[config.mk]
export PLATFORM = sky130hd
export DESIGN_NAME = spdif_frame_tx
export DESIGN_NICKNAME = d
export VERILOG_FILES = /design/src/rtl/sftx_pkg.sv /design/src/rtl/sftx_timing.sv /design/src/rtl/sftx_sample_hold.sv /design/src/rtl/sftx_word_build.sv /design/src/rtl/sftx_bmc.sv /design/src/rtl/spdif_frame_tx.sv
export SDC_FILE = /design/constraint.sdc
export NUM_CORES = 1
export LEC_CHECK = 0
export CAP_MARGIN = 15
export CORE_MARGIN = 4
export CORE_UTILIZATION = 30
export CTS_CLUSTER_SIZE = 28
export DETAILED_ROUTE_END_ITERATION = 8
export GPL_TIMING_DRIVEN = 0
export SKIP_CTS_REPAIR_TIMING = 1
export SYNTH_ARGS = -nofsm -noshare
export SYNTH_HDL_FRONTEND = slang
export SYNTH_HIERARCHICAL = 1
export SYNTH_SLANG_ARGS = --single-unit
[constraint.sdc]
create_clock -name clk -period 3.7 [get_ports clk]
set_input_delay 0.37 -clock clk [delete_from_list [all_inputs] [get_ports clk]]
set_output_delay 0.37 -clock clk [all_outputs]
set_load 0.005 [all_outputs]
[src/rtl/sftx_pkg.sv]
package sftx_pkg;
  localparam int SUB_CELLS   = 64;
  localparam int FRAME_CELLS = 2 * SUB_CELLS;
  localparam int PRE_CELLS   = 8;
  localparam int AUD_SLOTS   = 24;

  typedef enum logic [1:0] {
    PRE_B = 2'd0,
    PRE_M = 2'd1,
    PRE_W = 2'd2
  } pre_e;

  // Cell patterns for a line that was low before the preamble
  function automatic logic [7:0] pre_cells(input pre_e p);
    case (p)
      PRE_B:   return 8'b1110_1000;
      PRE_W:   return 8'b1110_0100;
      default: return 8'b1110_0010;
    endcase
  endfunction
endpackage

[src/rtl/sftx_timing.sv]
module sftx_timing
  import sftx_pkg::*;
#(
  parameter int BLOCK_FRAMES = 192,
  parameter int FW           = $clog2(BLOCK_FRAMES)
) (
  input  logic          clk,
  input  logic          rst,
  input  logic          en,
  output logic [6:0]    cell_cnt,
  output logic [FW-1:0] frame_cnt,
  output logic          frame_last
);
  localparam logic [6:0]    LAST_CELL  = 7'(FRAME_CELLS - 1);
  localparam logic [FW-1:0] LAST_FRAME = FW'(BLOCK_FRAMES - 1);

  always_ff @(posedge clk) begin
    if (rst || !en) begin
      cell_cnt  <= '0;
      frame_cnt <= '0;
    end else begin
      cell_cnt <= cell_cnt + 7'd1;
      if (cell_cnt == LAST_CELL) begin
        frame_cnt <= (frame_cnt == LAST_FRAME) ? '0 : frame_cnt + FW'(1);
      end
    end
  end

  assign frame_last = en && (cell_cnt == LAST_CELL);
endmodule

[src/rtl/sftx_sample_hold.sv]
module sftx_sample_hold #(
  parameter int AUD_W = 24
) (
  input  logic             clk,
  input  logic             rst,
  input  logic             take,
  input  logic [AUD_W-1:0] in_left,
  input  logic [AUD_W-1:0] in_right,
  input  logic [1:0]       in_v,
  input  logic [1:0]       in_u,
  input  logic [1:0]       in_c,
  output logic [AUD_W-1:0] hold_left,
  output logic [AUD_W-1:0] hold_right,
  output logic [1:0]       hold_v,
  output logic [1:0]       hold_u,
  output logic [1:0]       hold_c
);
  always_ff @(posedge clk) begin
    if (rst) begin
      hold_left  <= '0;
      hold_right <= '0;
      hold_v     <= '0;
      hold_u     <= '0;
      hold_c     <= '0;
    end else if (take) begin
      hold_left  <= in_left;
      hold_right <= in_right;
      hold_v     <= in_v;
      hold_u     <= in_u;
      hold_c     <= in_c;
    end
  end
endmodule

[src/rtl/sftx_word_build.sv]
module sftx_word_build
  import sftx_pkg::*;
#(
  parameter int AUD_W = 24,
  parameter int FW    = 8
) (
  input  logic             second,
  input  logic [FW-1:0]    frame_cnt,
  input  logic             mono,
  input  logic             mono_dup,
  input  logic [AUD_W-1:0] hold_left,
  input  logic [AUD_W-1:0] hold_right,
  input  logic [1:0]       hold_v,
  input  logic [1:0]       hold_u,
  input  logic [1:0]       hold_c,
  output logic [31:0]      word,
  output pre_e             pre
);
  localparam int PAD = AUD_SLOTS - AUD_W;

  logic [AUD_SLOTS-1:0] left_al, right_al, aud;
  logic                 v, u, c;

  // Shorter samples sit at the MSB end of the 24 audio slots
  assign left_al  = AUD_SLOTS'(hold_left)  << PAD;
  assign right_al = AUD_SLOTS'(hold_right) << PAD;

  always_comb begin
    u = hold_u[second];
    c = hold_c[second];
    v = hold_v[second];
    if (!second) begin
      aud = left_al;
    end else if (!mono) begin
      aud = right_al;
    end else if (mono_dup) begin
      aud = left_al;
    end else begin
      aud = '0;
      v   = 1'b1;
    end
  end

  assign word = {^{c, u, v, aud}, c, u, v, aud, 4'b0000};

  always_comb begin
    if (second)                 pre = PRE_W;
    else if (frame_cnt == '0)   pre = PRE_B;
    else                        pre = PRE_M;
  end
endmodule

[src/rtl/sftx_bmc.sv]
module sftx_bmc
  import sftx_pkg::*;
(
  input  logic        clk,
  input  logic        rst,
  input  logic        en,
  input  logic [6:0]  cell_cnt,
  input  logic [31:0] word,
  input  pre_e        pre,
  output logic        line
);
  logic [5:0]  idx;
  logic [31:0] word_q;
  pre_e        pre_q;
  logic        pol_q;
  logic [7:0]  pat;
  logic        nxt;

  assign idx = cell_cnt[5:0];
  assign pat = pre_cells(pre_q);

  always_comb begin
    if (idx == 6'd0) begin
      nxt = ~line;
    end else if (idx < 6'(PRE_CELLS)) begin
      nxt = pat[3'd7 - idx[2:0]] ^ pol_q;
    end else if (!idx[0]) begin
      nxt = ~line;
    end else begin
      nxt = word_q[idx[5:1]] ? ~line : line;
    end
  end

  always_ff @(posedge clk) begin
    if (rst || !en) begin
      line   <= 1'b0;
      word_q <= '0;
      pre_q  <= PRE_M;
      pol_q  <= 1'b0;
    end else begin
      line <= nxt;
      if (idx == 6'd0) begin
        word_q <= word;
        pre_q  <= pre;
        pol_q  <= line;
      end
    end
  end
endmodule

[src/rtl/spdif_frame_tx.sv]
module spdif_frame_tx
  import sftx_pkg::*;
#(
  parameter int AUD_W        = 24,
  parameter int BLOCK_FRAMES = 192
) (
  input  logic             clk,
  input  logic             rst,
  input  logic             en,
  input  logic             mono,
  input  logic             mono_dup,
  input  logic             s_valid,
  output logic             s_ready,
  input  logic [AUD_W-1:0] s_left,
  input  logic [AUD_W-1:0] s_right,
  input  logic [1:0]       s_vbit,
  input  logic [1:0]       s_ubit,
  input  logic [1:0]       s_cbit,
  output logic             tx_line
);
  localparam int FW = $clog2(BLOCK_FRAMES);

  logic [6:0]       cell_cnt;
  logic [FW-1:0]    frame_cnt;
  logic             frame_last;
  logic [AUD_W-1:0] hold_left, hold_right;
  logic [1:0]       hold_v, hold_u, hold_c;
  logic [31:0]      word;
  pre_e             pre;

  sftx_timing #(.BLOCK_FRAMES(BLOCK_FRAMES), .FW(FW)) timing_i (
    .clk(clk), .rst(rst), .en(en),
    .cell_cnt(cell_cnt), .frame_cnt(frame_cnt), .frame_last(frame_last)
  );

  assign s_ready = frame_last;

  sftx_sample_hold #(.AUD_W(AUD_W)) hold_i (
    .clk(clk), .rst(rst), .take(s_valid && frame_last),
    .in_left(s_left), .in_right(s_right),
    .in_v(s_vbit), .in_u(s_ubit), .in_c(s_cbit),
    .hold_left(hold_left), .hold_right(hold_right),
    .hold_v(hold_v), .hold_u(hold_u), .hold_c(hold_c)
  );

  sftx_word_build #(.AUD_W(AUD_W), .FW(FW)) build_i (
    .second(cell_cnt[6]), .frame_cnt(frame_cnt),
    .mono(mono), .mono_dup(mono_dup),
    .hold_left(hold_left), .hold_right(hold_right),
    .hold_v(hold_v), .hold_u(hold_u), .hold_c(hold_c),
    .word(word), .pre(pre)
  );

  sftx_bmc bmc_i (
    .clk(clk), .rst(rst), .en(en), .cell_cnt(cell_cnt),
    .word(word), .pre(pre), .line(tx_line)
  );
endmodule

# Word level (Yosys, flattened, before mapping)
# Cells that the tools add are included.
dict set report word_totals {
  reg_bits 101
  inputBits 60
  output_inout_bits 2
  word_cells 56
}
dict set report classes {
  addsub 3
  n_lt_le_gt_ge 4
  eq_ne 4
  n_mux 24
  n_bitwise 2
  reduce_logical 8
}
# op count
set ops {}
lappend ops {{$mux W24} 3}
lappend ops {{$reduce_xor A27 Y1} 1}
lappend ops {{$mux W1} 16}
lappend ops {{$add A8 B1 Y8 const B} 1}
lappend ops {{$eq A8 B8 Y1 const B} 1}
lappend ops {{$logic_not A8 Y1} 1}
lappend ops {{$mux W8} 1}
lappend ops {{$pmux W4 S2} 1}
lappend ops {{$add A7 B1 Y7 const B} 1}
lappend ops {{$eq A7 B7 Y1 const B} 1}
lappend ops {{$logic_not A6 Y1} 1}
lappend ops {{$lt A5 B6 Y1 const B} 1}
lappend ops {{$lt A6 B4 Y1 const B} 1}
lappend ops {{$bmux W1 S5} 1}
lappend ops {{$lt A3 B4 Y1 const B} 1}
lappend ops {{$ne A4 B1 Y1 const B} 1}
lappend ops {{$bmux W1 S3} 1}
lappend ops {{$sub A3 B3 Y3 const A} 1}
lappend ops {{$eq A2 B2 Y1 const B} 1}
lappend ops {{$logic_and A1 B1 Y1} 2}
lappend ops {{$logic_not A2 Y1} 1}
lappend ops {{$lt A1 B2 Y1 const B} 1}
lappend ops {{$mux W2} 1}
lappend ops {{$logic_not A1 Y1} 1}
lappend ops {{other kinds (3)} 3}

# Logic depth before layout (Yosys ltp)
# Gate-level depths: netlist (run 1).
dict set report depth {
  depth_word 7
  depth_mapped 11
  depth_no_buf 9
}

# By module
# Netlist (run 1), hierarchy kept.
# mod n_inst cells_per_inst area_each_um2 seq_area_each_um2
set by_module_without_submodules {}
lappend by_module_without_submodules {sftx_sample_hold 1 174 1959.4 1081.0}
lappend by_module_without_submodules {sftx_bmc 1 172 1437.6 640.6}
lappend by_module_without_submodules {sftx_word_build 1 151 969.7 0.0}
lappend by_module_without_submodules {sftx_timing 1 73 665.6 300.3}
lappend by_module_without_submodules {spdif_frame_tx 1 1 6.3 0.0}

# Worst setup path after synthesis (run 1)
# Ideal clock, no wire load.
dict set report synth_path {
  kind {reg2reg}
  from {register timing_i.cell_cnt[6]}
  to {register bmc_i.word_q[31]}
  setup_ns 0.070
  arrival_time_ns 2.090
  t_required_ns 3.630
  slack_ns 1.540
  path_stages_with_launch 11
  path_buffers 2
  synth_period_minus_slack_ns 2.160
  path_cell_list {dfxtp_1 buf_6 nor2b_4 buf_6 mux2i_1 mux2_2 a32oi_1 xnor2_1 xnor2_1 nand2_1 a21oi_1}
}
dict set report synth_between {
  elab_chain_len 6
  elab_cells_between_ends 11
  classes_between {mux: 10; reduce/logical: 1}
}
# element line
set synth_rtl {}
lappend synth_rtl {{from (decl)} sftx_timing.sv:10} ;# output logic [6:0] cell_cnt,
lappend synth_rtl {{from (signal assigned)} sftx_timing.sv:22} ;# cell_cnt <= cell_cnt + 7'd1;
lappend synth_rtl {{$mux W1 (implied by the code) (2 in a row)} sftx_word_build.sv:31} ;# v = hold_v[second];
lappend synth_rtl {{$mux W1} sftx_word_build.sv:36} ;# end else if (mono_dup) begin
lappend synth_rtl {{$mux W1} sftx_word_build.sv:34} ;# end else if (!mono) begin
lappend synth_rtl {{$mux W1} sftx_word_build.sv:32} ;# if (!second) begin
lappend synth_rtl {{$reduce_xor A27 Y1 *} sftx_word_build.sv:44} ;# assign word = {^{c, u, v, aud}, c, u, v, aud, 4'b0000};
lappend synth_rtl {{net word[31]} spdif_frame_tx.sv:28} ;# logic [31:0] word;
lappend synth_rtl {{to (signal assigned)} sftx_bmc.sv:43} ;# word_q <= word;
lappend synth_rtl {{to (decl)} sftx_bmc.sv:13} ;# logic [31:0] word_q;
# The timed path passes the listed nets; every way through them passes the cells marked *. The select of a mux whose other input is x is not followed.
# A chain may end at the register's enable or synchronous reset.

# Final worst setup path (run 1)
dict set report layout_path {
  from {register timing_i.cell_cnt[0]}
  to {output port s_ready}
}
dict set report layout_between {
  elab_chain_len 2
}
# element line
set layout_rtl {}
lappend layout_rtl {{$eq A7 B7 Y1} sftx_timing.sv:29} ;# assign frame_last = en && (cell_cnt == LAST_CELL);
lappend layout_rtl {{$logic_and A1 B1 Y1} sftx_timing.sv:29}
lappend layout_rtl {{to (decl)} spdif_frame_tx.sv:13} ;# output logic s_ready,
# Every way passes these cells.

==> results.tsv, run 1 <==
stage	metric	value	unit
power_and_ir_drop	power.density	352	nW/um^2
layout	fin_area	6190	um^2
critical_path	critPathKind	flop to output pin	
cts	worst_skew_pair.late_latency	340	ps
routing	ant_nets	0	
status	status	completed	
place	io_buffers	61	
global_route	grt_overflow	0	
critical_path	cp.depth	5	
routing	drt_iter0_markers	187	
critical_path	cpLargestDelayFamily	simple AND/OR/NAND/NOR gates	
timing	grt_setup_unrepaired	no	
timing	fin_skew	8.52	ps
global_route	grt_first_pass_wirelength	19100	um
power_and_ir_drop	p_leak	2.00	nW
layout	final_nets	700	
place	dp_hpwl	9180	um
floorplan	num_rows	46	
layout	antenna_cells	0	
min_path	hold_class	flop to flop	
global_route	grt_antenna_before_repair	0	
routing	vias_per_cell	4.69	
floorplan	start_util	31.1	%
timing	setup_viol	0	
layout	drive_above_1_share	7.18	%
cts	clkSinkCount	101	
place	gp_congestion	0.845	
global_route	grt_use_total	13.0	%
global_route	grt_max_degree	15	
routing	num_vias	4021	
critical_path	reg2reg_depth	10	
critical_path	startpoint_type	flop	
critical_path	crit_slowest_cell	clkdlybuf4s50_1	
synthesis	syn_inst	566	
critical_path	path_max_fanout	9	
critical_path	path_buf_inv	1	
floorplan	core-area	16100	um^2
flow_run	maxCapViolCount	0	
timing	hold_slack	452	ps
cts	cts_tree	yes	
floorplan	io_pins	62	
critical_path	max_stage_delay	500	ps
cts	root_buffer	clkbuf_16	
timing	hold_viol	0	
synthesis	avgSynthCellArea	8.84	um^2
synthesis	synthesis.nets	628	
min_path	hold_depth	2	
synthesis	yosysWarnings	6	
power_and_ir_drop	vdd_ir_drop_max	0.213	mV
min_path	worstHoldStart	bmc_i/word_q[22]	
critical_path	worstReg2RegStart	timing_i/cell_cnt[6]	
timing	tightest_slew	564	ps
timing	slew-limit-headroom	62.2	%
floorplan	die-area	18800	um^2
cts	cts_buffers	9	
critical_path	startpoint	timing_i/cell_cnt[0]	
timing	max_freq	0.390	GHz
place	placed_cell_area	5890	um^2
critical_path	worstPathCellList	ha_1, nand3_4, nor2_1, and2_1, clkdlybuf4s50_1	
routing	wl_per_cell	13.7	um
floorplan	die_height	137	um
cts	htreeDepth	3	
timing	slew_violations	0	
floorplan	dieWidth	137	um
critical_path	cp-end-kind	output pin	
cts	cts.clk_slew.worst_paths	70	ps
timing	fin_crit_sh	69.3	%
routing	drt_pass1_iterations	5	
layout	area_growth_syn_to_layout	23.6	%
routing	drc_errors	0	
timing	period_needed	2560	ps
critical_path	cp.required	3330	ps
critical_path	crit_arrival	2190	ps
global_route	grt_pass1_vias	3861	
routing	wl	11800	um
synthesis	netlist_area	5000	um^2
power_and_ir_drop	p_total	2.18	mW
cts	cts_buffer_depth	2	
timing	fin_setup_tns	0	ps
-- metrics by stage --
step	util (%)	worst slack, ps	std cells
after detailed placement	36.5	790	843
after global placement	36.5	778	843
after floorplan	-	1540	566
after global routing	38.4	959	857
after CTS	38.4	1100	857
final	38.4	1140	857
-- worst reg2reg max path: cells and delay by family (launching register included) --
kind | cells | cell delay (ps)
buffers and inverters | 2 | 350
AOI/OAI and AO/OA | 2 | 350
muxes | 2 | 690
DFF | 1 | 540
and+or+nand+nor | 2 | 210
xor gates and xnor gates | 2 | 330
-- registers in the layout, summed over array words and instances (netlist names) --
signal / cells
bmc_i/line: 1
bmc_i/pol_q: 1
bmc_i/pre_q: 2
bmc_i/word_q: 28
hold_i/hold_c: 2
hold_i/hold_left: 24
hold_i/hold_right: 24
hold_i/hold_u: 2
hold_i/hold_v: 2
timing_i/cell_cnt: 7
timing_i/frame_cnt: 8
-- final timing paths --
kind | slack [ps] | end
setup / recovery | 1140 | s_ready
hold / removal | 450 | bmc_i/word_q[22]
setup reg to reg | 1180 | bmc_i/word_q[31]
hold reg to reg | 450 | bmc_i/word_q[22]
-- layer usage --
metal	up-vias	GRT usage [%]	routed length, um
met2	98	21.4	5560
met1	1878	16.5	5500
li1	2035	-	-
met3	10	3.57	573
met4	0	3.82	133
met5	-	0	0
-- cell type report --
type                       count  area, um^2
sequential                   101        2020
inverter                       7        26.3
clock inverter                 1        30.0
timing repair buffer          61         611
fill                        1624        9930
tap                          216         270
clock buffer                  13         270
buffer                        40         279
multi-input combinational    418        2680
-- power breakdown --
group	internal (mW)	leakage (nW)	switching, mW
Combinational	0.0698	1.04	0.0558
Sequential	1.09	0.814	0.00380
Clock	0.573	0.148	0.386
-- placed cells by master (no fill, tap or decap), drive strengths merged, types with 3 or more instances in the layout --
master	count
mux4	7
or3	4
clkbuf	33
clkdlybuf4s50	61
xnor2	37
mux2	4
nor4	4
nand3	5
nor3	5
and2	3
inv	7
mux2i	62
o21ai	7
nand2	108
nand2b	4
xor2	9
a21oi	55
nor2	77
dfxtp	101
buf	20
Note: power is estimated with default switching activity, not from simulation.
==> inputs of run 2 (changes only) <==
Clock period 3.7 ns to 2.6 ns, I/O delays scaled along.
==> results.tsv, run 2 (same netlist as run 1, synthesis figures left out) <==
stage	metric	value	unit
cts	worst_skew_pair.late_latency	340	ps
timing	tightest_slew	549	ps
power_and_ir_drop	p_total	3.10	mW
place	dp.cells	843	
global_route	grt_first_pass_wirelength	19100	um
layout	antenna_cells	0	
layout	multiInputGateArea	2680	um^2
critical_path	cp-end-kind	flop	
timing	setup_viol	0	
routing	vias_per_cell	4.68	
cts	cts.clk_slew.worst_paths	70	ps
routing	drt_iter0_markers	191	
place	io_buffers	61	
critical_path	rrSetupSlack	200	ps
status	status	completed	
place	dp_hpwl	9180	um
layout	fillers	1623	
cts	clkSinkCount	101	
timing	fin_setup_tns	0	ps
global_route	grt_antenna_before_repair	0	
power_and_ir_drop	comb_power_share	5.8	%
layout	largest_reg_flops	28	
routing	drt_pass1_iterations	6	
layout	reg_top3	bmc_i/word_q (28), hold_i/hold_left (24), hold_i/hold_right (24)	
routing	dr.max_layer_used	met4	
place	gp_congestion	0.845	
layout	final_common_cell	nand2_1	
critical_path	critPathKind	input port to flop	
floorplan	die-area	18800	um^2
timing	fin_skew	5.74	ps
routing	drc_errors	0	
power_and_ir_drop	power.density	501	nW/um^2
power_and_ir_drop	p_leak	2.00	nW
routing	wl_per_cell	13.7	um
routing	ant_nets	0	
routing	num_vias	4013	
critical_path	cp.required	2870	ps
floorplan	num_rows	46	
timing	fin_crit_sh	93.9	%
global_route	grt_pass1_vias	3861	
cts	cts_buffer_depth	2	
global_route	grt_max_degree	15	
global_route	grt_use_total	13.0	%
cts	root_buffer	clkbuf_16	
routing	wl_met3	529	um
routing	wl_met1	5420	um
layout	regMostFlops	bmc_i/word_q	
power_and_ir_drop	clkPwrFrac	44.0	%
critical_path	worstReg2RegStart	timing_i/cell_cnt[6]	
power_and_ir_drop	p_sw	0.634	mW
critical_path	path_max_fanout	6	
global_route	grt_overflow	0	
timing	hold_viol	0	
layout	area_growth_syn_to_layout	23.7	%
power_and_ir_drop	switching_share	20.4	%
layout	drive_above_1_share	7.49	%
cts	cts_tree	yes	
critical_path	critPathCapture	bmc_i/word_q[31]	
cts	htreeDepth	3	
critical_path	r2r_end	bmc_i/word_q[31]	
routing	wl	11700	um
floorplan	dieWidth	137	um
timing	slew-limit-headroom	63.2	%
min_path	hold_class	flop to flop	
power_and_ir_drop	internal-power	2.46	mW
timing	slew_violations	0	
floorplan	core-area	16100	um^2
routing	dr_wl_met2	5630	um
cts	cts_buffers	9	
critical_path	reg2reg_depth	10	
layout	stdcell_count	857	
power_and_ir_drop	p_seq_share	50.2	%
floorplan	die_height	137	um
layout	final_cell_mix	nand2_1, dfxtp_1, nor2_1	
timing	grt_setup_unrepaired	no	
critical_path	startpoint_type	input port	
timing	max_freq	0.410	GHz
flow_run	maxCapViolCount	0	
layout	regArea	2020	um^2
floorplan	io_pins	62	
power_and_ir_drop	vdd_ir_drop_max	0.300	mV
critical_path	crit_arrival	2720	ps
layout	final_nets	700	
timing	period_needed	2440	ps
min_path	hold_depth	2	
floorplan	start_util	31.1	%
critical_path	startpoint	mono	
## run 2: cell counts in the layout (fill, tap and decap cells not counted)
Identical to the previous run, type by type.
## run 2: worst min path at each step
stage | start | to
6_report | bmc_i/word_q[22] | bmc_i/word_q[22]
5_1_grt | bmc_i/word_q[31] | bmc_i/word_q[31]
4_1_cts | bmc_i/word_q[27] | bmc_i/word_q[27]
3_5_place_dp | bmc_i/word_q[27] | bmc_i/word_q[27]
3_3_place_gp | bmc_i/word_q[27] | bmc_i/word_q[27]
2_1_floorplan | s_left[18] | hold_i/hold_left[18]
## run 2: layout make-up
cell class / count / area share [%]
Multi-Input combinational cell: 418 / 43.3
Clock inverter: 1 / 0.485
Inverter: 7 / 0.424
Sequential cell: 101 / 32.7
Tap cell: 216 / 4.37
Buffer: 40 / 4.51
Timing Repair Buffer: 61 / 9.86
Clock buffer: 13 / 4.37
## run 2: per-layer routing
metal | GRT usage, % | vias to the layer above
met5 | 0 | -
li1 | - | 2039
met2 | 21.4 | 92
met4 | 3.82 | 0
met3 | 3.57 | 8
met1 | 16.5 | 1874
## run 2: power by group through the flow
stage,combinational (mW),clock [mW],sequential (mW)
3_5_place_dp,0.180,0,1.59
5_1_grt,0.195,1.46,1.56
4_1_cts,0.181,1.40,1.56
2_1_floorplan,0.0615,0,1.59
6_report,0.179,1.36,1.56
3_3_place_gp,0.179,0,1.59
## run 2: worst max-delay path: stages
cell,delay [ps]
clkdlybuf4s50_1,570
nand2b_1,170
clkbuf_1,270
mux2i_1,270
xnor2_1,170
nor2_2,70
xnor3_1,370
xnor2_1,220
xnor2_1,160
nand2_1,70
a21oi_1,120
## run 2: through the flow
step | setup slack [ps] | cell area (um^2) | utilization, % | hold WS, ps
6_report | 159 | 6190 | 38.4 | 452
5_1_grt | 42.7 | 6190 | 38.4 | 468
4_1_cts | 36.6 | 6190 | 38.4 | 456
3_5_place_dp | -200 | 5890 | 36.5 | 446
3_3_place_gp | -212 | 5890 | 36.5 | 440
2_1_floorplan | 440 | 5000 | - | 407
==> inputs of run 3 (changes only) <==
Settings changed: SLEW_MARGIN from default to 20.
==> results of run 3 <==
Final layout, timing and power as in run 2 (identical DEF).
